**src/rtl/mic_rx_pkg.sv**
```systemverilog
`timescale 1ns/1ps
package mic_rx_pkg;

  localparam int unsigned BUS_AW = 5;

  // word addresses (byte offset / 4)
  localparam logic [BUS_AW-1:0] WA_CTRL = 5'd0;
  localparam logic [BUS_AW-1:0] WA_MODE = 5'd1;
  localparam logic [BUS_AW-1:0] WA_CFG  = 5'd2;
  localparam logic [BUS_AW-1:0] WA_HOLD = 5'd3;
  localparam logic [BUS_AW-1:0] WA_IEN  = 5'd5;
  localparam logic [BUS_AW-1:0] WA_IDIS = 5'd6;
  localparam logic [BUS_AW-1:0] WA_MASK = 5'd7;
  localparam logic [BUS_AW-1:0] WA_STAT = 5'd8;
  localparam logic [BUS_AW-1:0] WA_VER  = 5'd20;

  localparam int unsigned NFLAG    = 6;
  localparam int unsigned FL_READY = 0;
  localparam int unsigned FL_EMPTY = 1;
  localparam int unsigned FL_FULL  = 2;
  localparam int unsigned FL_CHUNK = 3;
  localparam int unsigned FL_UDR   = 4;
  localparam int unsigned FL_OVR   = 5;

  // flags that track a live queue condition; the rest are one-cycle events
  localparam logic [NFLAG-1:0] LEVEL_FLAGS = 6'b00_1111;

  localparam int unsigned CHUNK_LSB = 28;
  localparam int unsigned CHUNK_W   = 4;

  typedef struct packed {
    logic hold_rd;
    logic stat_rd;
    logic ctrl_rst;
    logic ien_wr;
    logic idis_wr;
  } mrq_strobe_t;

  function automatic logic [CHUNK_W-1:0] chunk_words(input logic [CHUNK_W-1:0] code);
    case (code)
      4'd1, 4'd2, 4'd4, 4'd8: chunk_words = code;
      default:                chunk_words = 4'd1;
    endcase
  endfunction

endpackage

```
**src/rtl/mrq_fifo.sv**
```systemverilog
`timescale 1ns/1ps
module mrq_fifo #(
  parameter int unsigned DEPTH = 16,
  parameter int unsigned WIDTH = 32
) (
  input  logic                         clk,
  input  logic                         rst_n,
  input  logic                         flush,
  input  logic                         push,
  input  logic                         pop,
  input  logic [WIDTH-1:0]             din,
  output logic [WIDTH-1:0]             head,
  output logic [$clog2(DEPTH+1)-1:0]   count,
  output logic                         is_empty,
  output logic                         is_full,
  output logic                         drop_evt,
  output logic                         under_evt
);

  localparam int unsigned PTR_W = $clog2(DEPTH);
  localparam int unsigned CNT_W = $clog2(DEPTH+1);
  localparam logic [PTR_W-1:0] LAST = PTR_W'(DEPTH-1);
  localparam logic [CNT_W-1:0] FULLC = CNT_W'(DEPTH);

  logic [WIDTH-1:0] mem [DEPTH];
  logic [PTR_W-1:0] wr_q, wr_n, rd_q, rd_n;
  logic [CNT_W-1:0] cnt_q, cnt_n;
  logic [DEPTH-1:0] slot_we;
  logic             do_push, do_pop;

  assign is_empty = (cnt_q == '0);
  assign is_full  = (cnt_q == FULLC);
  assign do_pop   = pop && !is_empty;
  assign do_push  = push && (!is_full || do_pop);
  assign drop_evt = push && is_full && !do_pop;
  assign under_evt = pop && is_empty;
  assign head     = mem[rd_q];
  assign count    = cnt_q;

  always_comb begin
    wr_n    = wr_q;
    rd_n    = rd_q;
    cnt_n   = cnt_q;
    slot_we = '0;
    if (flush) begin
      wr_n  = '0;
      rd_n  = '0;
      cnt_n = '0;
    end else begin
      if (do_push) begin
        slot_we[wr_q] = 1'b1;
        wr_n = (wr_q == LAST) ? '0 : wr_q + 1'b1;
      end
      if (do_pop) begin
        rd_n = (rd_q == LAST) ? '0 : rd_q + 1'b1;
      end
      case ({do_push, do_pop})
        2'b10:   cnt_n = cnt_q + 1'b1;
        2'b01:   cnt_n = cnt_q - 1'b1;
        default: cnt_n = cnt_q;
      endcase
    end
  end

  always_ff @(posedge clk or negedge rst_n) begin
    if (!rst_n) begin
      wr_q  <= '0;
      rd_q  <= '0;
      cnt_q <= '0;
    end else begin
      wr_q  <= wr_n;
      rd_q  <= rd_n;
      cnt_q <= cnt_n;
    end
  end

  // data slots carry no reset; only the written slot is enabled
  always_ff @(posedge clk) begin
    for (int i = 0; i < DEPTH; i++) begin
      if (slot_we[i]) mem[i] <= din;
    end
  end


  no_overflow_chk: assert property (@(posedge clk) disable iff (!rst_n)
    cnt_q <= FULLC);


  drop_keeps_count_chk: assert property (@(posedge clk) disable iff (!rst_n)
    (push && is_full && !pop && !flush) |=> (cnt_q == FULLC));


  underrun_keeps_empty_chk: assert property (@(posedge clk) disable iff (!rst_n)
    (pop && is_empty && !push && !flush) |=> (cnt_q == '0));

endmodule

```
**src/rtl/mrq_status.sv**
```systemverilog
`timescale 1ns/1ps
module mrq_status
  import mic_rx_pkg::*;
(
  input  logic             clk,
  input  logic             rst_n,
  input  logic [NFLAG-1:0] cond,
  input  logic             rd_clr,
  input  logic             sw_clr,
  input  logic             set_we,
  input  logic             clr_we,
  input  logic [NFLAG-1:0] wbits,
  output logic [NFLAG-1:0] view,
  output logic [NFLAG-1:0] mask,
  output logic             irq
);

  logic [NFLAG-1:0] stat_q, stat_n;
  logic [NFLAG-1:0] mask_q, mask_n;

  always_comb begin
    mask_n = mask_q;
    if (set_we)      mask_n = mask_q | wbits;
    else if (clr_we) mask_n = mask_q & ~wbits;
  end

  always_comb begin
    if (sw_clr)      stat_n = '0;
    else if (rd_clr) stat_n = cond & LEVEL_FLAGS;
    else             stat_n = stat_q | cond;
  end

  always_ff @(posedge clk or negedge rst_n) begin
    if (!rst_n) begin
      stat_q <= '0;
      mask_q <= '0;
    end else begin
      stat_q <= stat_n;
      mask_q <= mask_n;
    end
  end

  assign view = stat_q | cond;
  assign mask = mask_q;
  assign irq  = |(stat_q & mask_q);


  mask_set_chk: assert property (@(posedge clk) disable iff (!rst_n)
    set_we |=> ((mask_q & $past(wbits)) == $past(wbits)));


  mask_clr_chk: assert property (@(posedge clk) disable iff (!rst_n)
    (clr_we && !set_we) |=> ((mask_q & $past(wbits)) == '0));


  read_drops_events_chk: assert property (@(posedge clk) disable iff (!rst_n)
    (rd_clr && !sw_clr) |=> ((stat_q & ~LEVEL_FLAGS) == '0));


  event_raises_irq_chk: assert property (@(posedge clk) disable iff (!rst_n)
    ((|(cond & mask_q & ~LEVEL_FLAGS)) && !rd_clr && !sw_clr && !clr_we) |=> irq);


  swclr_empties_chk: assert property (@(posedge clk) disable iff (!rst_n)
    sw_clr |=> (stat_q == '0));

endmodule

```
**src/rtl/mrq_regs.sv**
```systemverilog
`timescale 1ns/1ps
module mrq_regs
  import mic_rx_pkg::*;
#(
  parameter int unsigned WORD_W  = 32,
  parameter logic [11:0] VERSION = 12'h1A5
) (
  input  logic              clk,
  input  logic              rst_n,
  input  logic              bus_sel,
  input  logic              bus_wr,
  input  logic [BUS_AW-1:0] bus_addr,
  input  logic [WORD_W-1:0] bus_wdata,
  input  logic [WORD_W-1:0] hold_word,
  input  logic [NFLAG-1:0]  stat_view,
  input  logic [NFLAG-1:0]  mask,
  output mrq_strobe_t       strb,
  output logic [WORD_W-1:0] mode_q,
  output logic [WORD_W-1:0] cfg_q,
  output logic [WORD_W-1:0] bus_rdata
);

  logic              rd_req, wr_req;
  logic [WORD_W-1:0] mode_n, cfg_n, rdata_q, rdata_n, rd_mux;

  assign rd_req = bus_sel && !bus_wr;
  assign wr_req = bus_sel && bus_wr;

  always_comb begin
    strb          = '0;
    strb.hold_rd  = rd_req && (bus_addr == WA_HOLD);
    strb.stat_rd  = rd_req && (bus_addr == WA_STAT);
    strb.ctrl_rst = wr_req && (bus_addr == WA_CTRL) && bus_wdata[0];
    strb.ien_wr   = wr_req && (bus_addr == WA_IEN);
    strb.idis_wr  = wr_req && (bus_addr == WA_IDIS);
  end

  always_comb begin
    case (bus_addr)
      WA_MODE: rd_mux = mode_q;
      WA_CFG:  rd_mux = cfg_q;
      WA_HOLD: rd_mux = hold_word;
      WA_MASK: rd_mux = WORD_W'(mask);
      WA_STAT: rd_mux = WORD_W'(stat_view);
      WA_VER:  rd_mux = WORD_W'(VERSION);
      default: rd_mux = '0;
    endcase
  end

  always_comb begin
    mode_n  = (wr_req && bus_addr == WA_MODE) ? bus_wdata : mode_q;
    cfg_n   = (wr_req && bus_addr == WA_CFG)  ? bus_wdata : cfg_q;
    rdata_n = rd_req ? rd_mux : rdata_q;
  end

  always_ff @(posedge clk or negedge rst_n) begin
    if (!rst_n) begin
      mode_q  <= '0;
      cfg_q   <= '0;
      rdata_q <= '0;
    end else begin
      mode_q  <= mode_n;
      cfg_q   <= cfg_n;
      rdata_q <= rdata_n;
    end
  end

  assign bus_rdata = rdata_q;


  rdata_hold_chk: assert property (@(posedge clk) disable iff (!rst_n)
    !rd_req |=> $stable(bus_rdata));


  mode_write_chk: assert property (@(posedge clk) disable iff (!rst_n)
    (wr_req && bus_addr == WA_MODE) |=> (mode_q == $past(bus_wdata)));

endmodule

```
**src/rtl/mic_rx_queue.sv**
```systemverilog
`timescale 1ns/1ps
module mic_rx_queue
  import mic_rx_pkg::*;
#(
  parameter int unsigned NCH     = 4,
  parameter int unsigned DEPTH   = 16,
  parameter int unsigned SMP_W   = 24,
  parameter logic [11:0] VERSION = 12'h1A5
) (
  input  logic                     clk,
  input  logic                     rst_n,
  input  logic                     smp_valid,
  input  logic [$clog2(NCH)-1:0]   smp_chan,
  input  logic [SMP_W-1:0]         smp_data,
  input  logic                     bus_sel,
  input  logic                     bus_wr,
  input  logic [BUS_AW-1:0]        bus_addr,
  input  logic [31:0]              bus_wdata,
  output logic [31:0]              bus_rdata,
  output logic [31:0]              mode_word,
  output logic [31:0]              cfg_word,
  output logic                     irq
);

  localparam int unsigned WORD_W = 32;
  localparam int unsigned CH_W   = $clog2(NCH);
  localparam int unsigned TAG_W  = WORD_W - SMP_W;
  localparam int unsigned CNT_W  = $clog2(DEPTH+1);

  // asynchronous assert, synchronous release
  logic [1:0] rst_sync_q;
  logic       rst_int_n;

  always_ff @(posedge clk or negedge rst_n) begin
    if (!rst_n) rst_sync_q <= '0;
    else        rst_sync_q <= {rst_sync_q[0], 1'b1};
  end
  assign rst_int_n = rst_sync_q[1];

  mrq_strobe_t       strb;
  logic [WORD_W-1:0] mode_q, cfg_q, push_word, head, hold_word;
  logic [CNT_W-1:0]  count;
  logic              q_empty, q_full, drop_evt, under_evt, push_req;
  logic [NFLAG-1:0]  cond, stat_view, mask;
  logic [CHUNK_W-1:0] chunk_thr;

  assign push_req  = smp_valid && mode_q[smp_chan];
  assign push_word = {TAG_W'(smp_chan), smp_data};
  assign hold_word = q_empty ? '0 : head;
  assign chunk_thr = chunk_words(mode_q[CHUNK_LSB +: CHUNK_W]);

  always_comb begin
    cond           = '0;
    cond[FL_READY] = !q_empty;
    cond[FL_EMPTY] = q_empty;
    cond[FL_FULL]  = q_full;
    cond[FL_CHUNK] = (int'(count) >= int'(chunk_thr));
    cond[FL_UDR]   = under_evt;
    cond[FL_OVR]   = drop_evt;
  end

  mrq_fifo #(
    .DEPTH (DEPTH),
    .WIDTH (WORD_W)
  ) u_fifo (
    .clk       (clk),
    .rst_n     (rst_int_n),
    .flush     (strb.ctrl_rst),
    .push      (push_req),
    .pop       (strb.hold_rd),
    .din       (push_word),
    .head      (head),
    .count     (count),
    .is_empty  (q_empty),
    .is_full   (q_full),
    .drop_evt  (drop_evt),
    .under_evt (under_evt)
  );

  mrq_status u_status (
    .clk    (clk),
    .rst_n  (rst_int_n),
    .cond   (cond),
    .rd_clr (strb.stat_rd),
    .sw_clr (strb.ctrl_rst),
    .set_we (strb.ien_wr),
    .clr_we (strb.idis_wr),
    .wbits  (bus_wdata[NFLAG-1:0]),
    .view   (stat_view),
    .mask   (mask),
    .irq    (irq)
  );

  mrq_regs #(
    .WORD_W  (WORD_W),
    .VERSION (VERSION)
  ) u_regs (
    .clk       (clk),
    .rst_n     (rst_int_n),
    .bus_sel   (bus_sel),
    .bus_wr    (bus_wr),
    .bus_addr  (bus_addr),
    .bus_wdata (bus_wdata),
    .hold_word (hold_word),
    .stat_view (stat_view),
    .mask      (mask),
    .strb      (strb),
    .mode_q    (mode_q),
    .cfg_q     (cfg_q),
    .bus_rdata (bus_rdata)
  );

  assign mode_word = mode_q;
  assign cfg_word  = cfg_q;


  disabled_chan_chk: assert property (@(posedge clk) disable iff (!rst_int_n)
    (smp_valid && !mode_q[smp_chan] && !strb.hold_rd && !strb.ctrl_rst) |=> $stable(count));


  flush_empties_chk: assert property (@(posedge clk) disable iff (!rst_int_n)
    strb.ctrl_rst |=> (count == '0));

endmodule

```
**config.mk**
```make
export PLATFORM = sky130hd
export DESIGN_NAME = mic_rx_queue
export DESIGN_NICKNAME = d
export VERILOG_FILES = /design/src/rtl/mic_rx_pkg.sv /design/src/rtl/mrq_fifo.sv /design/src/rtl/mrq_status.sv /design/src/rtl/mrq_regs.sv /design/src/rtl/mic_rx_queue.sv
export SDC_FILE = /design/constraint.sdc
export NUM_CORES = 1
export LEC_CHECK = 0
export CORE_MARGIN = 5
export CORE_UTILIZATION = 50
export DETAILED_ROUTE_END_ITERATION = 8
export PLACE_DENSITY = 0.67
export SETUP_SLACK_MARGIN = 0.15
export SYNTH_ARGS = -nofsm -noshare
export SYNTH_HDL_FRONTEND = slang
export SYNTH_SLANG_ARGS = --single-unit
```
**constraint.sdc**
```tcl
create_clock -name clk -period 8.25 [get_ports clk]
set_clock_uncertainty 0.15 [all_clocks]
set_input_delay 2.475 -clock clk [delete_from_list [all_inputs] [get_ports clk]]
set_output_delay 2.475 -clock clk [all_outputs]
set_load 0.01 [all_outputs]
```
==> out/results.tsv <==
stage	metric	value	unit
outcome	outcome	finished, final reports clean	
worst_setup_path	crit path DAT	6.22	ns
run	MaxCap Viol Count	0	
sta	Worst slew margin	31.5	%
place	IO buf count	164	
logic_synthesis	number of synthesized flops with an enable pin	416	
logic_synthesis	Post-synth top cells	416 x edfxtp_1, 123 x dfrtp_1, 105 x mux4_2	
worst_setup_path	CP Max Fanout	11	
global_route	initial antenna violation count	0	
die	die area	47500	um^2
logic_synthesis	Avg Cell Area, Syn	18.6	um^2
finish	nets	1426	
logic_synthesis	Synth area leader	edfxtp_1	
global_route	global-route wire length before repair	75.2	mm
logic_synthesis	synth top area cells	edfxtp_1 58%, dfrtp_1 14%, mux4_2 11%	
global_route	largest net degree at the start of global routing	71	
global_route	GRT Total Usage	20.9	%
logic_synthesis	mapped cell area	21600	um^2
finish	fraction of layout cells with a size suffix above 1	22.0	%
cts	Inserted Clock Buffers	54	
worst_setup_path	cells along the critical path	clkdlybuf4s50_1 -> or3_1 -> o311a_1 -> or2_1 -> ha_1 -> ha_1 -> nor2b_1 -> o21ai_0 -> a21oi_1 -> or4_1 -> a21oi_1	
min_path	Worst Hold Class	flop to flop	
cts	Root Driver	clkbuf_16	
worst_setup_path	Worst path max stage delay	0.59	ns
logic_synthesis	Synth Instances	1160	
die	I/O Pins	165	
worst_setup_path	critical path endpoint category	flop	
cts	post-cts hold buffer count	0	
drt	via count	11700	
global_route	number of global-route vias before repair	11800	
drt	routed vias/inst	5.91	
pwr	LEAKAGE	8.80	nW
sta	setup TNS	0	ns
drt	Routed WL	50.2	mm
worst_setup_path	WS Path Type	input pin to flop	
sta	final setup vio count	0	
pwr	PD cells	244	nW/um^2
sta	highest clock rate	0.171	GHz
logic_synthesis	Top FF cell, synth	edfxtp_1	
die	Die X	218	um
cts	Clk pin slew, worst setup/hold paths	0.06	ns
logic_synthesis	YS warnings	0	
worst_setup_path	CP top delay family	simple AND/OR/NAND/NOR gates	
worst_setup_path	CP max-delay cell	clkdlybuf4s50_1	
worst_setup_path	Critical Path RT	8.61	ns
finish	ant diodes	0	
place	DP HPWL	31.0	mm
die	Starting Density	50.4	%
pwr	total power	6.28	mW
logic_synthesis	Yosys cell types	60	
logic_synthesis	most numerous cell in the Yosys netlist	edfxtp_1	
pwr	Worst VDD drop	0.000178	V
sta	Final Hold Fails	0	
drt	Routed Antenna Nets	0	
sta	Slew @ Worst Pin	1.03	ns
global_route	grt total ovfl	0	
sta	Slew Viols, Final	0	
cts	# H-tree levels	2	
logic_synthesis	Yosys reg bits	539	
cts	CTS Sinks	539	
cts	CTS tree	yes	
finish	fillers	3118	
die	Placement Rows	76	
sta	min cycle time layout	5.85	ns
drt	Pre-Repair DR Iteration Count	5	
cts	worst-skew pair later-pin latency	0.60	ns
finish	design area	25700	um^2
logic_synthesis	Mapped Nets	1242	
worst_setup_path	CP bufs+invs	1	
finish	Syn-to-layout area delta	19.1	%
die	core area	42900	um^2
cts	Post CTS Setup Buffer Count	0	
drt	DRC viols	0	
sta	Final period util	71.0	%
drt	DR iter-0 viols	1318	
place	dpl cell area	23900	um^2
logic_synthesis	asr flop ratio synth	22.8	%
die	Die Span Y	218	um
worst_setup_path	Critical Path Start Type	input pin	
drt	drt wl/cell	25.4	um
cts	post-CTS sizing	0	
cts	Max Buffers Root-to-Sink	3	
logic_synthesis	Seq/Total Area, Yosys	72.1	%
sta	RSZ-0062 raised after global routing	false	
logic_synthesis	Synth top area share	57.8	%
place	routability cong.	0.808	
[worst reg2reg max path, delay by kind of cell, from the launching register on]
kind                       cells  cell delay (ns)
and+or+nand+nor                5             1.74
adders and majority gates      2             0.71
AOI/OAI and AO/OA              3             0.58
DFF                            1             0.43
buffers and inverters          1             0.10
[report_power, final]
group	switching [mW]	leakage, nW	internal, mW	total [mW]
combinational	0.324	2.58	0.333	0.657
sequential	0.112	5.33	3.04	3.16
clock	1.00	0.893	1.47	2.47
[area by class of cell]
cell class	instances	area, um^2	share of cell area [%]
inverter	12	45.0	0.175
tap	585	732	2.84
sequential	539	15600	60.5
clock inverter	29	305	1.19
clock buffer	73	1500	5.84
multi-input combinational	543	5700	22.2
timing repair buffer	194	1870	7.25
[stage by stage]
stage / setup WS, ns / util (%) / hold WS [ns] / instances
finish: 2.40 / 60.0 / 0.214 / 1975
global route: 2.26 / 60.0 / 0.234 / 1975
CTS: 2.44 / 60.0 / 0.217 / 1975
detailed placement: 1.83 / 55.8 / 0.206 / 1873
global placement: 1.88 / 55.8 / 0.187 / 1873
floorplan: 2.81 / - / 0.181 / 1160
[state kept, by name, summed over array words and instances (netlist names), named ones only]
signal and count:
rst_sync_q 2, u_fifo.rd_q 4, u_status.stat_q 6, u_regs.mode_q 32, u_fifo.count 5, u_regs.cfg_q 32, u_regs.bus_rdata 32, u_fifo.wr_q 4
u_fifo.mem 416
[routing by layer]
| layer | up-vias | part of all wire [%] | track usage [%] |
|---|---|---|---|
| met3 | 70 | 7.7 | 4.86 |
| met2 | 440 | 46 | 32.2 |
| met4 | 0 | 1.9 | 5.17 |
| li1 | 5055 | - | - |
| met5 | - | 0 | 0 |
| met1 | 6104 | 44 | 30.7 |
[worst paths after layout]
kind                       cells past startpoint  slack [ns]                         from                             to
setup / recovery                              11        2.40                  bus_addr[3]    u_fifo.count[4]$_DFFE_PN0P_
hold / removal                                 0        0.21      rst_sync_q[0]$_DFF_PN0_        rst_sync_q[1]$_DFF_PN0_
setup reg to reg                              11        4.47  u_fifo.count[0]$_DFFE_PN0P_    u_fifo.count[4]$_DFFE_PN0P_
hold reg to reg                                0        0.21      rst_sync_q[0]$_DFF_PN0_        rst_sync_q[1]$_DFF_PN0_
max in group asynchronous                      1        5.90                        rst_n        rst_sync_q[1]$_DFF_PN0_
min in group asynchronous                      0        0.24      rst_sync_q[1]$_DFF_PN0_  u_regs.mode_q[26]$_DFFE_PN0P_
[cells in the final DEF (no fill, tap or decap), types with 6 or more instances in the layout]
cell type,synthesis,layout
o21ai_1,10,10
buf_4,0,30
nand3_1,9,9
o21ai_0,18,18
mux4_2,105,105
clkbuf_8,0,6
nor2b_1,8,7
clkinv_1,0,10
a221oi_1,25,25
clkbuf_16,0,55
bufinv_16,0,6
and3_1,19,19
a31oi_1,7,7
clkinv_2,0,10
a22oi_1,8,8
clkbuf_1,27,12
o221a_2,13,13
mux2i_1,44,44
a22o_1,8,8
inv_1,11,11
dfrtp_1,123,119
a21oi_1,24,24
nand2b_1,10,10
ha_1,13,13
mux2_2,67,67
clkdlybuf4s50_1,0,164
nor2_1,62,60
edfxtp_1,416,416
nand2_1,27,27
[cell families (layout without fill, tap and decap cells)]
| group | count (synthesis) | in the layout | share of synthesized area (%) |
|---|---|---|---|
| other | 1 | 1 | 0.0174 |
| AND/OR/NAND/NOR | 159 | 159 | 3.66 |
| flip-flops | 539 | 539 | 72.1 |
| XOR/XNOR | 6 | 6 | 0.243 |
| buffers and inverters | 78 | 308 | 1.60 |
| AO/OA/AOI/OAI | 146 | 146 | 5.04 |
| multiplexers | 217 | 217 | 16.5 |
| adder cells (fa/ha/maj) | 14 | 14 | 0.845 |
Note: power is estimated with default switching activity, not from simulation.
